### config.mk
export PLATFORM = sky130hd
export DESIGN_NAME = ssp_regfront
export DESIGN_NICKNAME = d
export VERILOG_FILES = /design/src/rtl/ssp_regfront_pkg.sv /design/src/rtl/ssp_addr_decode.sv /design/src/rtl/ssp_flag_calc.sv /design/src/rtl/ssp_ident_rom.sv /design/src/rtl/ssp_regfront.sv
export SDC_FILE = /design/constraint.sdc
export NUM_CORES = 1
export LEC_CHECK = 0
export BUFFER_PORTS_ARGS = -buffer_cell sky130_fd_sc_hd__buf_2
export CAP_MARGIN = 10
export CORE_MARGIN = 3
export CORE_UTILIZATION = 45
export CTS_CLUSTER_SIZE = 14
export DETAILED_ROUTE_END_ITERATION = 12
export PLACE_DENSITY = 0.83
export SLEW_MARGIN = 20
export SYNTH_ARGS = -nofsm -noshare
export SYNTH_HDL_FRONTEND = slang
export SYNTH_SLANG_ARGS = --single-unit
### constraint.sdc
create_clock -name clk -period 2.4 [get_ports clk]
set_input_delay 0.36 -clock clk [delete_from_list [all_inputs] [get_ports clk]]
set_output_delay 0.36 -clock clk [all_outputs]
set_load 0.02 [all_outputs]
### src/rtl/ssp_regfront_pkg.sv
package ssp_regfront_pkg;
    localparam int CFG0_W  = 16;
    localparam int CFG1_W  = 4;
    localparam int PRE_W   = 8;
    localparam int INT_W   = 4;
    localparam int STAT_W  = 5;
    localparam int BUS_W   = 32;
    localparam int OFF_W   = 12;

    typedef enum logic [3:0] {
        SEL_CFG0, SEL_CFG1, SEL_DATA, SEL_STAT, SEL_PRE,
        SEL_MASK, SEL_RAW,  SEL_MSK_STAT, SEL_CLR, SEL_DMA,
        SEL_IDENT, SEL_NONE
    } reg_sel_e;

    typedef struct packed {
        logic [CFG0_W-1:0] cfg0;
        logic [CFG1_W-1:0] cfg1;
        logic [PRE_W-1:0]  presc;
        logic [INT_W-1:0]  imask;
        logic              ovr;
        logic              tmo;
    } regs_t;
endpackage

### src/rtl/ssp_addr_decode.sv
module ssp_addr_decode
    import ssp_regfront_pkg::*;
(
    input  logic [OFF_W-1:0] addr,
    output reg_sel_e         sel,
    output logic [2:0]       ident_idx
);
    localparam int WORD_W = OFF_W - 2;
    logic [WORD_W-1:0] word;

    always_comb begin
        word      = addr[OFF_W-1:2];
        ident_idx = addr[4:2];
        sel       = SEL_NONE;
        if (addr[OFF_W-1:5] == '1) begin
            sel = SEL_IDENT;
        end else begin
            case (word)
                WORD_W'(0): sel = SEL_CFG0;
                WORD_W'(1): sel = SEL_CFG1;
                WORD_W'(2): sel = SEL_DATA;
                WORD_W'(3): sel = SEL_STAT;
                WORD_W'(4): sel = SEL_PRE;
                WORD_W'(5): sel = SEL_MASK;
                WORD_W'(6): sel = SEL_RAW;
                WORD_W'(7): sel = SEL_MSK_STAT;
                WORD_W'(8): sel = SEL_CLR;
                WORD_W'(9): sel = SEL_DMA;
                default:    sel = SEL_NONE;
            endcase
        end
    end
endmodule

### src/rtl/ssp_flag_calc.sv
module ssp_flag_calc
    import ssp_regfront_pkg::*;
#(
    parameter int DEPTH  = 8,
    parameter int RX_THR = 4,
    parameter int TX_THR = 4,
    localparam int CNT_W = $clog2(DEPTH + 1)
) (
    input  logic [CNT_W-1:0]  tx_count,
    input  logic [CNT_W-1:0]  rx_count,
    output logic [STAT_W-1:0] status,
    output logic              rx_level,
    output logic              tx_level
);
    always_comb begin
        status[0] = (tx_count == '0);
        status[1] = (tx_count != CNT_W'(DEPTH));
        status[2] = (rx_count != '0);
        status[3] = (rx_count == CNT_W'(DEPTH));
        status[4] = (tx_count != '0);
        rx_level  = (rx_count >= CNT_W'(RX_THR));
        tx_level  = (tx_count <= CNT_W'(TX_THR));
    end
endmodule

### src/rtl/ssp_ident_rom.sv
module ssp_ident_rom (
    input  logic [2:0] idx,
    output logic [7:0] byte_out
);
    always_comb begin
        case (idx)
            3'd0:    byte_out = 8'h22;
            3'd1:    byte_out = 8'h10;
            3'd2:    byte_out = 8'h04;
            3'd3:    byte_out = 8'h00;
            3'd4:    byte_out = 8'h0D;
            3'd5:    byte_out = 8'hF0;
            3'd6:    byte_out = 8'h05;
            default: byte_out = 8'hB1;
        endcase
    end
endmodule

### src/rtl/ssp_regfront.sv
module ssp_regfront
    import ssp_regfront_pkg::*;
#(
    parameter int DEPTH  = 8,
    parameter int RX_THR = 4,
    parameter int TX_THR = 4,
    parameter int DATA_W = 16,
    localparam int CNT_W = $clog2(DEPTH + 1)
) (
    input  logic              clk,
    input  logic              rst_n,
    input  logic              wr_en,
    input  logic              rd_en,
    input  logic [11:0]       addr,
    input  logic [31:0]       wdata,
    output logic [31:0]       rdata,
    input  logic [CNT_W-1:0]  tx_count,
    input  logic [CNT_W-1:0]  rx_count,
    input  logic [DATA_W-1:0] rx_head_data,
    input  logic              ovr_pulse,
    input  logic              tmo_pulse,
    output logic              tx_push,
    output logic [DATA_W-1:0] tx_push_data,
    output logic              rx_pop,
    output logic [15:0]       cfg0,
    output logic [3:0]        cfg1,
    output logic [7:0]        prescale,
    output logic              irq
);
    reg_sel_e          sel;
    logic [2:0]        ident_idx;
    logic [7:0]        ident_byte;
    logic [STAT_W-1:0] status;
    logic              rx_level;
    logic              tx_level;
    logic [INT_W-1:0]  raw;
    logic [INT_W-1:0]  masked;
    logic [DATA_W-1:0] frame_mask;
    regs_t             regs_d, regs_q;

    ssp_addr_decode u_dec (
        .addr      (addr),
        .sel       (sel),
        .ident_idx (ident_idx)
    );

    ssp_flag_calc #(
        .DEPTH  (DEPTH),
        .RX_THR (RX_THR),
        .TX_THR (TX_THR)
    ) u_flags (
        .tx_count (tx_count),
        .rx_count (rx_count),
        .status   (status),
        .rx_level (rx_level),
        .tx_level (tx_level)
    );

    ssp_ident_rom u_ident (
        .idx      (ident_idx),
        .byte_out (ident_byte)
    );

    // Frame-size mask: bits 0..cfg0[3:0] pass.
    for (genvar b = 0; b < DATA_W; b++) begin : g_fmask
        assign frame_mask[b] = (b <= int'(regs_q.cfg0[3:0]));
    end

    always_comb begin
        raw    = {tx_level, rx_level, regs_q.tmo, regs_q.ovr};
        masked = raw & regs_q.imask;
    end

    always_comb begin
        regs_d       = regs_q;
        tx_push      = 1'b0;
        rx_pop       = 1'b0;
        tx_push_data = wdata[DATA_W-1:0] & frame_mask;
        if (wr_en) begin
            case (sel)
                SEL_CFG0: regs_d.cfg0  = wdata[CFG0_W-1:0];
                SEL_CFG1: regs_d.cfg1  = wdata[CFG1_W-1:0];
                SEL_PRE:  regs_d.presc = wdata[PRE_W-1:0];
                SEL_MASK: regs_d.imask = wdata[INT_W-1:0];
                SEL_DATA: tx_push      = (tx_count < CNT_W'(DEPTH));
                SEL_CLR: begin
                    if (wdata[0]) regs_d.ovr = 1'b0;
                    if (wdata[1]) regs_d.tmo = 1'b0;
                end
                default: ;
            endcase
        end
        if (ovr_pulse) regs_d.ovr = 1'b1;
        if (tmo_pulse) regs_d.tmo = 1'b1;

        rdata = '0;
        if (rd_en) begin
            case (sel)
                SEL_CFG0:     rdata = BUS_W'(regs_q.cfg0);
                SEL_CFG1:     rdata = BUS_W'(regs_q.cfg1);
                SEL_STAT:     rdata = BUS_W'(status);
                SEL_PRE:      rdata = BUS_W'(regs_q.presc);
                SEL_MASK:     rdata = BUS_W'(regs_q.imask);
                SEL_RAW:      rdata = BUS_W'(raw);
                SEL_MSK_STAT: rdata = BUS_W'(masked);
                SEL_IDENT:    rdata = BUS_W'(ident_byte);
                SEL_DATA: begin
                    if (rx_count != '0) begin
                        rdata  = BUS_W'(rx_head_data);
                        rx_pop = 1'b1;
                    end
                end
                default:      rdata = '0;
            endcase
        end
    end

    always_ff @(posedge clk or negedge rst_n) begin
        if (!rst_n) begin
            regs_q <= '0;
        end else begin
            regs_q <= regs_d;
        end
    end

    assign cfg0     = regs_q.cfg0;
    assign cfg1     = regs_q.cfg1;
    assign prescale = regs_q.presc;
    assign irq      = |masked;

    AST_POP_NEEDS_DATA: assert property (@(posedge clk) disable iff (!rst_n)
        rx_pop |-> (rx_count != '0));
    AST_PUSH_NEEDS_ROOM: assert property (@(posedge clk) disable iff (!rst_n)
        tx_push |-> (tx_count < CNT_W'(DEPTH)));
    AST_OVR_STICKY: assert property (@(posedge clk) disable iff (!rst_n)
        (regs_q.ovr && !(wr_en && sel == SEL_CLR && wdata[0])) |=> regs_q.ovr);
    AST_TMO_STICKY: assert property (@(posedge clk) disable iff (!rst_n)
        (regs_q.tmo && !(wr_en && sel == SEL_CLR && wdata[1])) |=> regs_q.tmo);
    AST_NO_IRQ_UNMASKED: assert property (@(posedge clk) disable iff (!rst_n)
        (regs_q.imask == '0) |-> !irq);
    AST_PRESC_HOLD: assert property (@(posedge clk) disable iff (!rst_n)
        !(wr_en && sel == SEL_PRE) |=> $stable(prescale));
    AST_BUSY_NOT_EMPTY: assert property (@(posedge clk) disable iff (!rst_n)
        !(status[0] && status[4]));
endmodule

# Word-level counts from Yosys, hierarchy flattened
# Memories as Yosys holds them, arrays and structs flattened.
# Cells that the tools add are included.
totals:
  register_bits: 34
  romBits: 64
  in_bits: 74
  mem_count: 1
classes:
  order_cmp: 18
  eq_ne: 18
  mux: 17
  bitwise_logic: 2
  reduce_logical: 19
mem_list:
  columns: ["memory", "words", "width", "read_ports", "rd_clocked_by_memory_dff", "write_ports", "line_no", "rtl"]
  rows:
  - ["(no name shown)", 16, 4, 1, 0, 0, "ssp_addr_decode.sv:18", "case (word)"]
ops:
  columns: ["op", "count"]
  rows:
  - ["case mux 16 bit (9 select lines)", 1]
  - ["case mux 8 bit (7 select lines)", 1]
  - ["<= comparator 4 bit (first input constant)", 8]
  - ["two-way mux 16 bit", 2]
  - ["AND 16 bit", 1]
  - ["== test 4 x 3 -> 1 bit (second input constant)", 4]
  - ["<= comparator 3 x 4 -> 1 bit (first input constant)", 4]
  - ["== test 4 bit (second input constant)", 3]
  - ["nonzero test 2 bit", 6]
  - ["== test 3 bit (second input constant)", 3]
  - ["two-way mux 1 bit", 9]
  - ["== test 4 x 2 -> 1 bit (second input constant)", 2]
  - ["<= comparator 2 x 4 -> 1 bit (first input constant)", 2]
  - ["logical NOT 4 bit", 2]
  - ["two-way mux 4 bit", 2]
  - ["AND reduction 2 bit", 4]
  - ["nonzero test 4 bit", 2]
  - ["== test 7 bit (second input constant)", 1]
  - ["== test 3 x 2 -> 1 bit (second input constant)", 2]
  - ["logical NOT 6 bit", 1]
  - ["AND reduction 3 bit", 2]
  - ["AND 4 bit", 1]
  - ["== test 4 x 1 -> 1 bit (second input constant)", 1]
  - ["greater-or-equal comparator 4 x 3 -> 1 bit (second input constant)", 1]
  - ["other kinds (8)", 9]

# Logic depth before layout (Yosys ltp)
depth:
  depth_word: 7
  ltp_mapped: 8
  depth_no_buf: 5

# Modules after synthesis
# Synthesis repeated with hierarchy kept, for this count alone.
unflattened:
  hier_cells: 287
  area_unflattened_um2: 2767.7
modules_own_cells:
  columns: ["mod", "n_inst", "cells_each", "area_per_inst_um2", "seq_area_each_um2"]
  rows:
  - ["ssp_regfront", 1, 254, 2561.2, 850.8]
  - ["ssp_addr_decode", 1, 14, 91.3, 0.0]
  - ["ssp_ident_rom", 1, 10, 62.6, 0.0]
  - ["ssp_flag_calc", 1, 9, 52.6, 0.0]

# Worst setup path before layout
# No wires, ideal clock.
synth_path:
  kind: "input -> output"
  startpoint: "input port addr[5]"
  endpoint: "output port rdata[7]"
  t_arrival_ps: 1909
  slack_ps: 131
  cell_stages: 8
  path_buffers: 3
  cell_sequence: "clkbuf_2 > nand3_1 > or2_2 > clkbuf_1 > a211oi_2 > buf_4 > nand2_1 > a21oi_1"
synth_between:
  elab_chain_len: 6
synth_lines:
  columns: ["item", "line_no", "rtl"]
  rows:
  - ["from (decl)", "ssp_regfront.sv:14", "input logic [11:0] addr,"]
  - ["memory read (16 x 4 bit)", null, null]
  - ["two-way mux 4 bit", "ssp_addr_decode.sv:18", null]
  - ["two-way mux 4 bit (*)", "ssp_addr_decode.sv:15", "if (addr[OFF_W-1:5] == '1) begin"]
  - ["== test 4 x 2 -> 1 bit, or another cell as far along", "ssp_regfront.sv:98", "case (sel)"]
  - ["case mux 16 bit (9 select lines) (*)", "ssp_regfront.sv:98", null]
  - ["two-way mux 16 bit (*)", "ssp_regfront.sv:97", "if (rd_en) begin"]
  - ["to (decl)", "ssp_regfront.sv:16", "output logic [31:0] rdata,"]
# Every way passes the cells marked *; elsewhere a longest branch is shown, timed or not.

# Worst setup path after layout
layout_path:
  startpoint: "input port addr[7]"
  endpoint: "output port rdata[3]"
layout_between:
  elab_chain_len: 6
layout_lines:
  columns: ["item", "line_no"]
  rows:
  - ["logical NOT 6 bit", "ssp_addr_decode.sv:18"]
  - ["two-way mux 4 bit", "ssp_addr_decode.sv:18"]
  - ["two-way mux 4 bit (*)", "ssp_addr_decode.sv:15"]
  - ["== test 4 x 2 -> 1 bit, or another cell as far along", "ssp_regfront.sv:98"]
  - ["case mux 16 bit (9 select lines) (*)", "ssp_regfront.sv:98"]
  - ["two-way mux 16 bit (*)", "ssp_regfront.sv:97"]
# Marks and branches as above.

==> flow_metrics.py <==
metrics = {
    "outcome": {
        "status": "finished clean",
    },
    "timing": {
        "setup_violations": 0,
        "timing.final.max_slew_violations": 0,
        "rsz_0062_raised_after_global_routing": "yes",
        "hold_ws_ps": 136,
        "fin_crit_ps": 2350,
        "timing.max_slew.rel_slack": 0.507,
        "period_share": 0.980,
        "skew_ps": 0,
        "worst_slew_pin_slew_ps": 739,
        "maxClockFrequency_mhz": 425,
        "hold_violations": 0,
        "setup_total_negative_slack_ps": 0,
    },
    "finish": {
        "antennaDiodeCount": 0,
        "final_layout_size_suffix_gt1_frac": 0.503,
        "num-fill-cells": 507,
        "layout.cell_area.non_filler_um2": 3400,
        "final_util": 0.591,
        "area_growth_pct": 22.5,
        "num-nets-final": 465,
    },
    "synthesis": {
        "syn_area_um2": 2770,
        "synth.top_cells.by_area": "dfrtp_1 31%, buf_4 13%, mux2_4 9.8%",
        "synth_most_common_cell": "buf_4",
        "post-synth-top-area-cell": "dfrtp_1",
        "netlist.area_leader.share": 0.307,
        "mean_instance_size_in_the_synthesized_netlist_um2": 9.36,
        "syn_inst": 296,
        "synth-edff-count": 0,
        "yosys_register_bits": 34,
        "synth.yosys.seq_area_share": 0.307,
        "leading_register_cell_type_out_of_synthesis": "dfrtp_1",
        "synth_async_sr_flop_share": 1.00,
        "netlist_cell_types": 56,
        "ys_warn_count": 0,
        "netlist_top_cells_count": "47 x buf_4, 34 x dfrtp_1, 27 x nor2_1",
    },
    "clock_tree": {
        "cts.path.max_buffers": 2,
        "holdBufCountCts": 0,
        "cts_tree": "yes",
        "cts_inserted_buffers": 5,
        "clk_pin_slew_ps": 80,
        "root_buffer": "clkbuf_8",
        "insertion_delay_ps": 270,
        "clock-sinks": 34,
        "h-tree-depth": 2,
    },
    "worst_setup_path": {
        "ff2ff_path_depth": 1,
        "cp_data_arrival_time_ps": 1990,
        "worstSetupStartpointType": "input port",
        "critPathMaxFanout": 4,
        "regToRegEndpoint": "cfg0[1]",
        "reg2reg_from": "cfg0[1]",
        "setup.worst_path.end_class": "primary output",
        "timing_worst_setup_path_type": "in -> out",
        "worstPathRequired_ps": 2040,
        "reg2reg_slack_ps": 1380,
    },
    "run": {
        "maxCapViolations": 0,
    },
    "floorplanning": {
        "dieHeight_um": 84.5,
        "fp.dieArea_um2": 7140,
        "placement_rows": 27,
        "start_util": 0.483,
        "floorplan.core_area_um2": 5740,
        "ios": 153,
        "width_of_the_chip_um": 84.5,
    },
    "global_routing": {
        "grt_start_max_net_pins": 35,
        "vias_in_the_first_global_route": 2331,
        "grt_first_pass_wirelength_um": 11800,
        "antenna_found_initial": 0,
        "grt_util_all_layers": 0.204,
        "global_route_congestion_overflow_total": 0,
    },
    "detailed_routing": {
        "route.detailed.drc": 0,
        "route.final.wire_length_um": 7810,
        "drt_first_iter_violations": 198,
        "detailroute.via_count": 2527,
        "firstDrtPassIters": 4,
        "wl_per_cell_um": 16.8,
        "postRouteAntennaNets": 0,
        "vias_per_cell": 5.45,
    },
    "placed_design": {
        "gp_congestion": 0.933,
        "placement.cell_area_um2": 3210,
        "detailed_place_hpwl_um": 5950,
        "numPortBuffers": 118,
    },
    "pwr": {
        "power_density_nw_per_um2": 362,
        "power_mw": 1.23,
        "leakage_nw": 1.76,
        "highest_ir_drop_seen_on_vdd_mv": 0.232,
    },
    "hold_path": {
        "worst_hold_path_type": "in -> async",
    },
}
[where the power goes]
part / switching [mW] / total (mW) / internal, mW / leakage [nW]
Sequential: 0.00871 / 0.589 / 0.581 / 0.463
Combinational: 0.128 / 0.207 / 0.0783 / 1.25
Clock: 0.202 / 0.434 / 0.232 / 0.0482
Total: 0.339 / 1.23 / 0.891 / 1.76
[final cells by class]
| class | count | area [um2] | share of cell area |
|---|---|---|---|
| multi-input combinational | 213 | 1600 | 0.471 |
| tap | 72 | 90.1 | 0.0265 |
| clock inverter | 1 | 5.00 | 0.00147 |
| timing repair buffer | 137 | 766 | 0.225 |
| clock buffer | 7 | 86.3 | 0.0254 |
| sequential | 34 | 851 | 0.251 |
[through the flow]
step           instances  setup WS (ps)
2_1_floorplan        311            131
3_3_place_gp         453           72.8
3_5_place_dp         453           20.4
4_1_cts              461           14.9
5_1_grt              464          -35.1
6_report             464           47.6
[how the worst max path moves through the flow]
stage,start,to,slack [ps],cells after the start
6_report,addr[7],rdata[3],50,9
5_1_grt,addr[7],rdata[8],-40,11
4_1_cts,addr[10],rdata[5],10,8
3_5_place_dp,addr[10],rdata[5],20,8
3_3_place_gp,addr[10],rdata[1],70,8
2_1_floorplan,addr[5],rdata[7],130,8
[flip-flops by register name (all words and copies together) (netlist names)]
name      count
cfg1          4
cfg0         16
raw           2
prescale      8
regs_q        4
[layout by cell type (no fill, tap or decap), drive strengths merged, types with 2 or more instances in the layout]
cell	n
buf	137
dfrtp	34
mux2	33
nor2	27
nand2	24
conb	16
o21ai	11
a21oi	11
a22oi	10
nand3	7
clkbuf	7
a31oi	5
and3	5
nor3	5
nand4b	4
nor2b	4
o21a	4
a211oi	4
a21o	3
mux2i	3
nor3b	3
nor4	3
nand4	2
or2	2
a221oi	2
or3	2
or4bb	2
nand3b	2
and2	2
a41oi	2
[cells by family after synthesis]
logic type	count (synthesis)	share of synthesized area
simple gates	98	0.202
buf+inv	64	0.157
compound gates	62	0.155
mux	37	0.177
flops	34	0.307
other cells	1	0.00135
[timing repair]
item | in CTS | in global routing
gates resized for setup | 0 | 20
endpoints found under the setup margin | 0 | 15
setup buffers | 0 | 2
[layer usage]
layer | vias to the layer above | wire [um] | share of wire | global-route usage
li1 | 1203 | - | - | -
met1 | 1197 | 3330 | 0.43 | 0.277
met2 | 111 | 3800 | 0.49 | 0.324
met3 | 16 | 471 | 0.060 | 0.0324
met4 | 0 | 206 | 0.026 | 0.0806
met5 | - | 0 | 0 | 0
[critical path, stage by stage]
cell	delay (ps)
buf_4	120
nor4_4	300
buf_4	170
buf_4	100
buf_4	100
nand4b_1	90
a221o_1	290
a41oi_1	250
buf_2	210
(Power assumes the default switching activity.)
